## config.mk

```make
export PLATFORM = sky130hd
export DESIGN_NAME = hz_stall_calc
export DESIGN_NICKNAME = d
export VERILOG_FILES = /design/src/rtl/hz_pkg.sv /design/src/rtl/hz_src_lane.sv /design/src/rtl/hz_table.sv /design/src/rtl/hz_issue_ctl.sv /design/src/rtl/hz_stall_calc.sv
export SDC_FILE = /design/constraint.sdc
export NUM_CORES = 1
export LEC_CHECK = 0
export BUFFER_PORTS_ARGS = -buffer_cell sky130_fd_sc_hd__buf_2
export CAP_MARGIN = 10
export CORE_ASPECT_RATIO = 1.75
export CORE_UTILIZATION = 50
export DETAILED_ROUTE_END_ITERATION = 8
export GPL_ROUTABILITY_DRIVEN = 0
export PLACE_DENSITY = 0.75
export SLEW_MARGIN = 40
export SYNTH_ARGS = -nofsm -noshare
export SYNTH_HDL_FRONTEND = slang
export SYNTH_SLANG_ARGS = --single-unit
```

## constraint.sdc

```tcl
create_clock -name clk -period 33 [get_ports clk]
set_input_delay 3.3 -clock clk [delete_from_list [all_inputs] [get_ports clk]]
set_output_delay 3.3 -clock clk [all_outputs]
set_load 0.01 [all_outputs]
```

## src/rtl/hz_pkg.sv

```systemverilog
package hz_pkg;

  // Effective stage at which a source is needed.
  function automatic int unsigned f_src_stage(input int unsigned idx,
                                              input int unsigned stg,
                                              input bit acc,
                                              input bit mul_prod,
                                              input int unsigned late,
                                              input int unsigned pc_idx);
    if (idx == pc_idx) return 1;
    if (acc && mul_prod) return late;
    return stg;
  endfunction

  // Effective stage at which a register destination is produced.
  function automatic int unsigned f_dst_stage(input int unsigned idx,
                                              input int unsigned stg,
                                              input bit cond,
                                              input int unsigned pc_idx);
    if (idx == pc_idx) return 1;
    if (cond && stg == 1) return 2;
    return stg;
  endfunction

  // Cycles of wait caused by a pending distance against a needed stage.
  function automatic int unsigned f_need(input int unsigned pend,
                                         input int unsigned stg);
    return (pend > stg) ? pend - stg : 0;
  endfunction

  function automatic int unsigned f_clamp(input int unsigned v,
                                          input int unsigned lim);
    return (v > lim) ? lim : v;
  endfunction

  // Pending distance written for a result: stall + cycles + stage - 1.
  function automatic int unsigned f_dist(input int unsigned stall,
                                         input int unsigned cyc,
                                         input int unsigned stg);
    return stall + cyc + stg - 1;
  endfunction

endpackage

```

## src/rtl/hz_src_lane.sv

```systemverilog
module hz_src_lane
  import hz_pkg::*;
#(
  parameter int unsigned NENT     = 17,
  parameter int unsigned ENT_W    = 5,
  parameter int unsigned CNT_W    = 5,
  parameter int unsigned STG_W    = 3,
  parameter int unsigned PC_IDX   = 15,
  parameter int unsigned ACC_LATE = 5
) (
  input  logic                  en,
  input  logic [ENT_W-1:0]      idx,
  input  logic [STG_W-1:0]      stg,
  input  logic                  acc,
  input  logic [NENT*CNT_W-1:0] cnt_flat,
  input  logic [NENT-1:0]       mul_flat,
  output logic [CNT_W-1:0]      need
);

  logic [CNT_W-1:0] pend;
  logic             mulp;
  int unsigned      eff_stg;

  always_comb begin
    pend = '0;
    mulp = 1'b0;
    for (int i = 0; i < int'(NENT); i++) begin
      if (idx == ENT_W'(i)) begin
        pend = cnt_flat[i*CNT_W +: CNT_W];
        mulp = mul_flat[i];
      end
    end
  end

  always_comb begin
    eff_stg = f_src_stage(32'(idx), 32'(stg), acc, mulp, ACC_LATE, PC_IDX);
    need    = en ? CNT_W'(f_need(32'(pend), eff_stg)) : '0;
  end

endmodule

```

## src/rtl/hz_table.sv

```systemverilog
module hz_table
  import hz_pkg::*;
#(
  parameter int unsigned NENT    = 17,
  parameter int unsigned NDST    = 2,
  parameter int unsigned RIDX_W  = 4,
  parameter int unsigned CNT_W   = 5,
  parameter int unsigned STG_W   = 3,
  parameter int unsigned CYC_W   = 4,
  parameter int unsigned PC_IDX  = 15,
  parameter int unsigned FLG_IDX = 16
) (
  input  logic                   clk,
  input  logic                   rst,
  input  logic                   wr,
  input  logic [NDST-1:0]        dst_en,
  input  logic [NDST*RIDX_W-1:0] dst_reg,
  input  logic [NDST*STG_W-1:0]  dst_stg,
  input  logic                   fdst_en,
  input  logic [STG_W-1:0]       fdst_stg,
  input  logic                   cond,
  input  logic                   is_mul,
  input  logic [CNT_W-1:0]       stall,
  input  logic [CYC_W-1:0]       cyc_eff,
  output logic [NENT*CNT_W-1:0]  cnt_flat,
  output logic [NENT-1:0]        mul_flat
);

  localparam int unsigned CMAX = (1 << CNT_W) - 1;

  logic [CNT_W-1:0] wval [NDST];
  logic [CNT_W-1:0] wflg;

  always_comb begin
    for (int k = 0; k < int'(NDST); k++) begin
      wval[k] = CNT_W'(f_clamp(
                  f_dist(32'(stall), 32'(cyc_eff),
                         f_dst_stage(32'(dst_reg[k*RIDX_W +: RIDX_W]),
                                     32'(dst_stg[k*STG_W +: STG_W]),
                                     cond, PC_IDX)),
                  CMAX));
    end
    wflg = CNT_W'(f_clamp(f_dist(32'(stall), 32'(cyc_eff), 32'(fdst_stg)), CMAX));
  end

  for (genvar g = 0; g < int'(NENT); g++) begin : g_ent
    logic [CNT_W-1:0] cnt_q;
    assign cnt_flat[g*CNT_W +: CNT_W] = cnt_q;

    if (g == int'(FLG_IDX)) begin : g_flg
      always_ff @(posedge clk) begin
        if (rst)                 cnt_q <= '0;
        else if (wr && fdst_en)  cnt_q <= wflg;
        else if (cnt_q != '0)    cnt_q <= cnt_q - 1'b1;
      end
      assign mul_flat[g] = 1'b0;
    end else begin : g_reg
      logic             hit;
      logic [CNT_W-1:0] hval;
      logic             mul_q;

      // Later slot overrides earlier one on the same register.
      always_comb begin
        hit  = 1'b0;
        hval = '0;
        for (int k = 0; k < int'(NDST); k++) begin
          if (dst_en[k] && dst_reg[k*RIDX_W +: RIDX_W] == RIDX_W'(g)) begin
            hit  = 1'b1;
            hval = wval[k];
          end
        end
      end

      always_ff @(posedge clk) begin
        if (rst) begin
          cnt_q <= '0;
          mul_q <= 1'b0;
        end else if (wr && hit) begin
          cnt_q <= hval;
          mul_q <= is_mul;
        end else if (cnt_q != '0) begin
          cnt_q <= cnt_q - 1'b1;
        end
      end
      assign mul_flat[g] = mul_q;
    end
  end

endmodule

```

## src/rtl/hz_issue_ctl.sv

```systemverilog
module hz_issue_ctl #(
  parameter int unsigned CNT_W = 5,
  parameter int unsigned CYC_W = 4,
  parameter int unsigned SUM_W = CNT_W + CYC_W + 1
) (
  input  logic             clk,
  input  logic             rst,
  input  logic             fire,
  input  logic [CNT_W-1:0] stall,
  input  logic [CYC_W-1:0] cyc_eff,
  output logic             in_ready,
  output logic             res_valid,
  output logic [CNT_W-1:0] res_stall
);

  logic [SUM_W-1:0] busy_q;

  always_ff @(posedge clk) begin
    if (rst) begin
      busy_q    <= '0;
      res_valid <= 1'b0;
      res_stall <= '0;
    end else begin
      res_valid <= fire;
      if (fire) begin
        res_stall <= stall;
        busy_q    <= SUM_W'(stall) + SUM_W'(cyc_eff) - SUM_W'(1);
      end else if (busy_q != '0) begin
        busy_q <= busy_q - SUM_W'(1);
      end
    end
  end

  assign in_ready = (busy_q == '0);

endmodule

```

## src/rtl/hz_stall_calc.sv

```systemverilog
module hz_stall_calc
  import hz_pkg::*;
#(
  parameter int unsigned NREG     = 16,
  parameter int unsigned NSRC     = 3,
  parameter int unsigned NDST     = 2,
  parameter int unsigned CNT_W    = 5,
  parameter int unsigned STG_W    = 3,
  parameter int unsigned CYC_W    = 4,
  parameter int unsigned ACC_LATE = 5
) (
  input  logic                            clk,
  input  logic                            rst,
  input  logic                            in_valid,
  output logic                            in_ready,
  input  logic [NSRC-1:0]                 src_en,
  input  logic [NSRC*$clog2(NREG)-1:0]    src_reg,
  input  logic [NSRC*STG_W-1:0]           src_stg,
  input  logic                            acc_en,
  input  logic                            flg_src_en,
  input  logic [STG_W-1:0]                flg_src_stg,
  input  logic                            carry_in,
  input  logic [NDST-1:0]                 dst_en,
  input  logic [NDST*$clog2(NREG)-1:0]    dst_reg,
  input  logic [NDST*STG_W-1:0]           dst_stg,
  input  logic                            flg_dst_en,
  input  logic [STG_W-1:0]                flg_dst_stg,
  input  logic [CYC_W-1:0]                cycles,
  input  logic                            cond,
  input  logic                            is_mul,
  output logic                            res_valid,
  output logic [CNT_W-1:0]                res_stall
);

  localparam int unsigned NENT     = NREG + 1;
  localparam int unsigned RIDX_W   = $clog2(NREG);
  localparam int unsigned ENT_W    = $clog2(NENT);
  localparam int unsigned PC_IDX   = NREG - 1;
  localparam int unsigned FLG_IDX  = NREG;
  localparam int unsigned NLANE    = NSRC + 1;
  localparam int unsigned ACC_SLOT = NSRC - 1;
  localparam int unsigned SUM_W    = CNT_W + CYC_W + 1;

  logic                  fire;
  logic [NENT*CNT_W-1:0] cnt_flat;
  logic [NENT-1:0]       mul_flat;
  logic [NLANE*CNT_W-1:0] need_flat;
  logic [CNT_W-1:0]      stall_w;
  logic [CYC_W-1:0]      cyc_eff;
  logic                  pc_wr;
  logic [CNT_W-1:0]      pc_cnt;

  assign fire    = in_valid && in_ready;
  assign cyc_eff = (cycles == '0) ? CYC_W'(1) : cycles;
  assign pc_cnt  = cnt_flat[PC_IDX*CNT_W +: CNT_W];

  for (genvar g = 0; g < int'(NSRC); g++) begin : g_src
    hz_src_lane #(
      .NENT(NENT), .ENT_W(ENT_W), .CNT_W(CNT_W), .STG_W(STG_W),
      .PC_IDX(PC_IDX), .ACC_LATE(ACC_LATE)
    ) u_lane (
      .en      (src_en[g]),
      .idx     (ENT_W'(src_reg[g*RIDX_W +: RIDX_W])),
      .stg     (src_stg[g*STG_W +: STG_W]),
      .acc     ((g == int'(ACC_SLOT)) && acc_en),
      .cnt_flat(cnt_flat),
      .mul_flat(mul_flat),
      .need    (need_flat[g*CNT_W +: CNT_W])
    );
  end

  hz_src_lane #(
    .NENT(NENT), .ENT_W(ENT_W), .CNT_W(CNT_W), .STG_W(STG_W),
    .PC_IDX(PC_IDX), .ACC_LATE(ACC_LATE)
  ) u_flg_lane (
    .en      (flg_src_en || carry_in),
    .idx     (ENT_W'(FLG_IDX)),
    .stg     (flg_src_stg),
    .acc     (1'b0),
    .cnt_flat(cnt_flat),
    .mul_flat(mul_flat),
    .need    (need_flat[NSRC*CNT_W +: CNT_W])
  );

  always_comb begin
    stall_w = '0;
    for (int i = 0; i < int'(NLANE); i++) begin
      if (need_flat[i*CNT_W +: CNT_W] > stall_w) stall_w = need_flat[i*CNT_W +: CNT_W];
    end
  end

  always_comb begin
    pc_wr = 1'b0;
    for (int k = 0; k < int'(NDST); k++) begin
      if (fire && dst_en[k] && dst_reg[k*RIDX_W +: RIDX_W] == RIDX_W'(PC_IDX)) pc_wr = 1'b1;
    end
  end

  hz_table #(
    .NENT(NENT), .NDST(NDST), .RIDX_W(RIDX_W), .CNT_W(CNT_W), .STG_W(STG_W),
    .CYC_W(CYC_W), .PC_IDX(PC_IDX), .FLG_IDX(FLG_IDX)
  ) u_table (
    .clk     (clk),
    .rst     (rst),
    .wr      (fire),
    .dst_en  (dst_en),
    .dst_reg (dst_reg),
    .dst_stg (dst_stg),
    .fdst_en (flg_dst_en),
    .fdst_stg(flg_dst_stg),
    .cond    (cond),
    .is_mul  (is_mul),
    .stall   (stall_w),
    .cyc_eff (cyc_eff),
    .cnt_flat(cnt_flat),
    .mul_flat(mul_flat)
  );

  hz_issue_ctl #(.CNT_W(CNT_W), .CYC_W(CYC_W), .SUM_W(SUM_W)) u_ctl (
    .clk      (clk),
    .rst      (rst),
    .fire     (fire),
    .stall    (stall_w),
    .cyc_eff  (cyc_eff),
    .in_ready (in_ready),
    .res_valid(res_valid),
    .res_stall(res_stall)
  );

endmodule

```

==> results.toml <==
[run]
maxCapViolations = 0

[cts]
cts_setup_buffers = 0
hold_buffers = 0
cts-buffers-inserted = 17
cts-htree-levels = 4
insertion_delay_ns = 0.45
clkTransAtPathRegs_ns = 0.06
cts_resized = 0
clock_tree.buffer_depth = 2
cts.sinks = 116
cts-root-buf = "clkbuf_16"
cts_tree = "done"

[worst_setup_path]
crit_arrival_ns = 16.56
cp_max_fo = 39
path_common_cell = "ha_1"
worstPathRequired_ns = 33.33
r2r-start = "u_table.g_ent[10].cnt_q[1]"
crit_path_end_kind = "register"
startpoint_type = "primary input"
critPathMaxStageDelay_ns = 0.70
crit_start = "src_reg[5]"
slowest_stage = "a2111oi_0"
critPathKind = "in -> reg"

[sta]
slew_violations = 0
tns_ns = 0
maxClockFrequency_mhz = 61.6
holdWs_ns = 0.475
fin_crit_sh_pct = 49.2
rsz0062_at_grt = "false"
setup_viol = 0
worstMarginPinSlew_ns = 0.946
fin_skew_ns = 0.0133
fin_crit_ns = 16.23
hold_viol_final = 0
slew_headroom_pct = 36.8
postLayoutSetupSlackWorst_ns = 16.77

[yosys]
synth-async-reset-ratio_pct = 0
synth_edf_count = 0
synth_top_flop_cell = "dfxtp_1"
synth_fp_nets = 1801
ys_seq_area_share_pct = 18.9
synth_fa_ha_area_share_pct = 10.5
avgSynthCellArea_um2 = 7.48
muxShareOfSynthArea_pct = 9.82
ys_ff_latch = 116
synth_xor_area_share_pct = 4.49
yosysWarnings = 0
ys_types = 86
synth_compound_area_share_pct = 26.5
syn_inst = 1644
synth-simple-area-share_pct = 23.3
netlist_area_um2 = 12300
synth_top_family_by_area = "compound AO/OA/AOI/OAI gates"

[global_routing]
grt_pass1_wl_um = 72500
grt_overflow = 0
grt_use_total_pct = 38.5
grt_max_degree = 98
antenna_found_initial = 0
first_global_vias = 12973

[placement]
portBuffers = 65
postPlaceCellArea_um2 = 12800
dp_slack_ns = 16.71
hpwl_um = 34900

[floorplanning]
core_area_um2 = 24000
fp.dieH_um = 209
die_width_um = 121
ios = 66
start_util_pct = 51.2
die_area_um2 = 25300
rows = 75

[route]
drc = 0
first_pass_iters = 7
viasPerCell = 6.79
drt_wl_total_um = 48200
wire_per_inst_um = 24.4
vias = 13401
drt_iter0_drc = 1608
ant_nets = 0

[outcome]
status = "completed"

[layout]
area_growth_pct = 9.41
drive_above_1_share_pct = 12.5
finalInstanceArea_um2 = 13500
diodes = 0
fin_nets = 1810

[hold_path]
hp-class = "reg -> reg"
hp-start = "u_table.g_ent[6].g_reg.mul_q"
## cell usage in the layout (no fill, tap or decap), types with 8 or more instances in the layout
cell type	n
nand3_1	28
a221oi_1	31
dfxtp_1	116
o21ai_0	83
o21ai_2	9
a31oi_1	14
o21ai_1	18
mux4_2	25
and3_1	13
nand2b_1	37
nand4_1	11
nand2_1	132
nand3b_1	18
inv_1	116
nor3_1	65
or2_2	16
a21boi_0	8
nor2_1	150
o21a_1	19
fa_1	8
a31o_2	8
a311oi_1	8
buf_2	63
nor4_1	9
o31ai_1	20
or3_1	21
xor2_1	32
a211oi_1	19
mux2i_1	52
a21o_1	23
buf_4	13
mux2_2	10
nor2b_1	24
a21oi_1	164
xnor2_1	30
ha_1	90
clkbuf_16	17
## path summary, 6_finish.rpt
kind                             endpoint  slack, ns  depth (start not counted)
max             u_table.g_ent[6].cnt_q[1]      16.77                         54
min          u_table.g_ent[6].g_reg.mul_q       0.47                          2
max reg2reg     u_table.g_ent[6].cnt_q[1]      19.65                         59
min reg2reg  u_table.g_ent[6].g_reg.mul_q       0.47                          2
## kinds of logic after synthesis
logic type | count (synthesis)
AO/OA/AOI/OAI | 501
AND/OR/NAND/NOR | 572
multiplexers | 88
XOR/XNOR | 63
buffers and inverters | 206
flip-flops | 116
adder cells (fa/ha/maj) | 98
## layout make-up
class,instances,area (um2)
inverter,119,447
fill,2277,10600
clock buffer,18,439
timing repair buffer,77,424
multi-input combinational,1322,9270
sequential,116,2320
tap,308,385
clock inverter,14,166
## worst max-delay path, delay by kind of cell
| kind | cells | cell delay (ns) |
|---|---|---|
| compound gates | 20 | 5.26 |
| xor+xnor | 1 | 0.55 |
| fa+ha+maj | 10 | 2.93 |
| mux | 3 | 1.16 |
| buf+inv | 6 | 1.20 |
| simple gates | 14 | 2.17 |
## routing by layer
metal | GRT usage [%] | routed length (um) | vias up
li1 | - | - | 6008
met5 | 1.81 | 0 | -
met1 | 37.7 | 15300 | 6214
met4 | 35.0 | 5110 | 0
met3 | 9.86 | 4580 | 314
met2 | 65.7 | 23300 | 865
## sequential cells by signal, indices dropped and copies added (netlist names)
| signal | count |
|---|---|
| u_table.g_ent.cnt_q | 85 |
| u_table.g_ent.g_reg.mul_q | 15 |
| u_ctl.busy_q | 10 |
| u_ctl.res_stall | 5 |
| u_ctl.res_valid | 1 |
## through the flow
stage / util [%] / cells
5_1_grt: 56.0 / 1974
2_1_floorplan: - / 1644
3_3_place_gp: 53.1 / 1942
3_5_place_dp: 53.2 / 1942
6_report: 56.0 / 1974
4_1_cts: 55.7 / 1974
## Yosys cell counts, drive strengths merged, types with 25 or more instances
library cell	number	share of area, %
nor3	65	2.6
o21ai	110	4.5
nand2b	37	1.9
xnor2	31	2.2
nand2	132	4.0
a21oi	165	6.8
xor2	32	2.3
buf	29	1.2
nor2	153	4.7
clkbuf	58	1.8
inv	118	3.6
mux2i	52	4.2
ha	90	9.2
mux4	25	4.6
nand3	28	1.1
a221oi	34	2.6
dfxtp	116	19
Power is not shown: default switching activity piles up to over one toggle a cycle in this logic, so the estimate is an artifact.
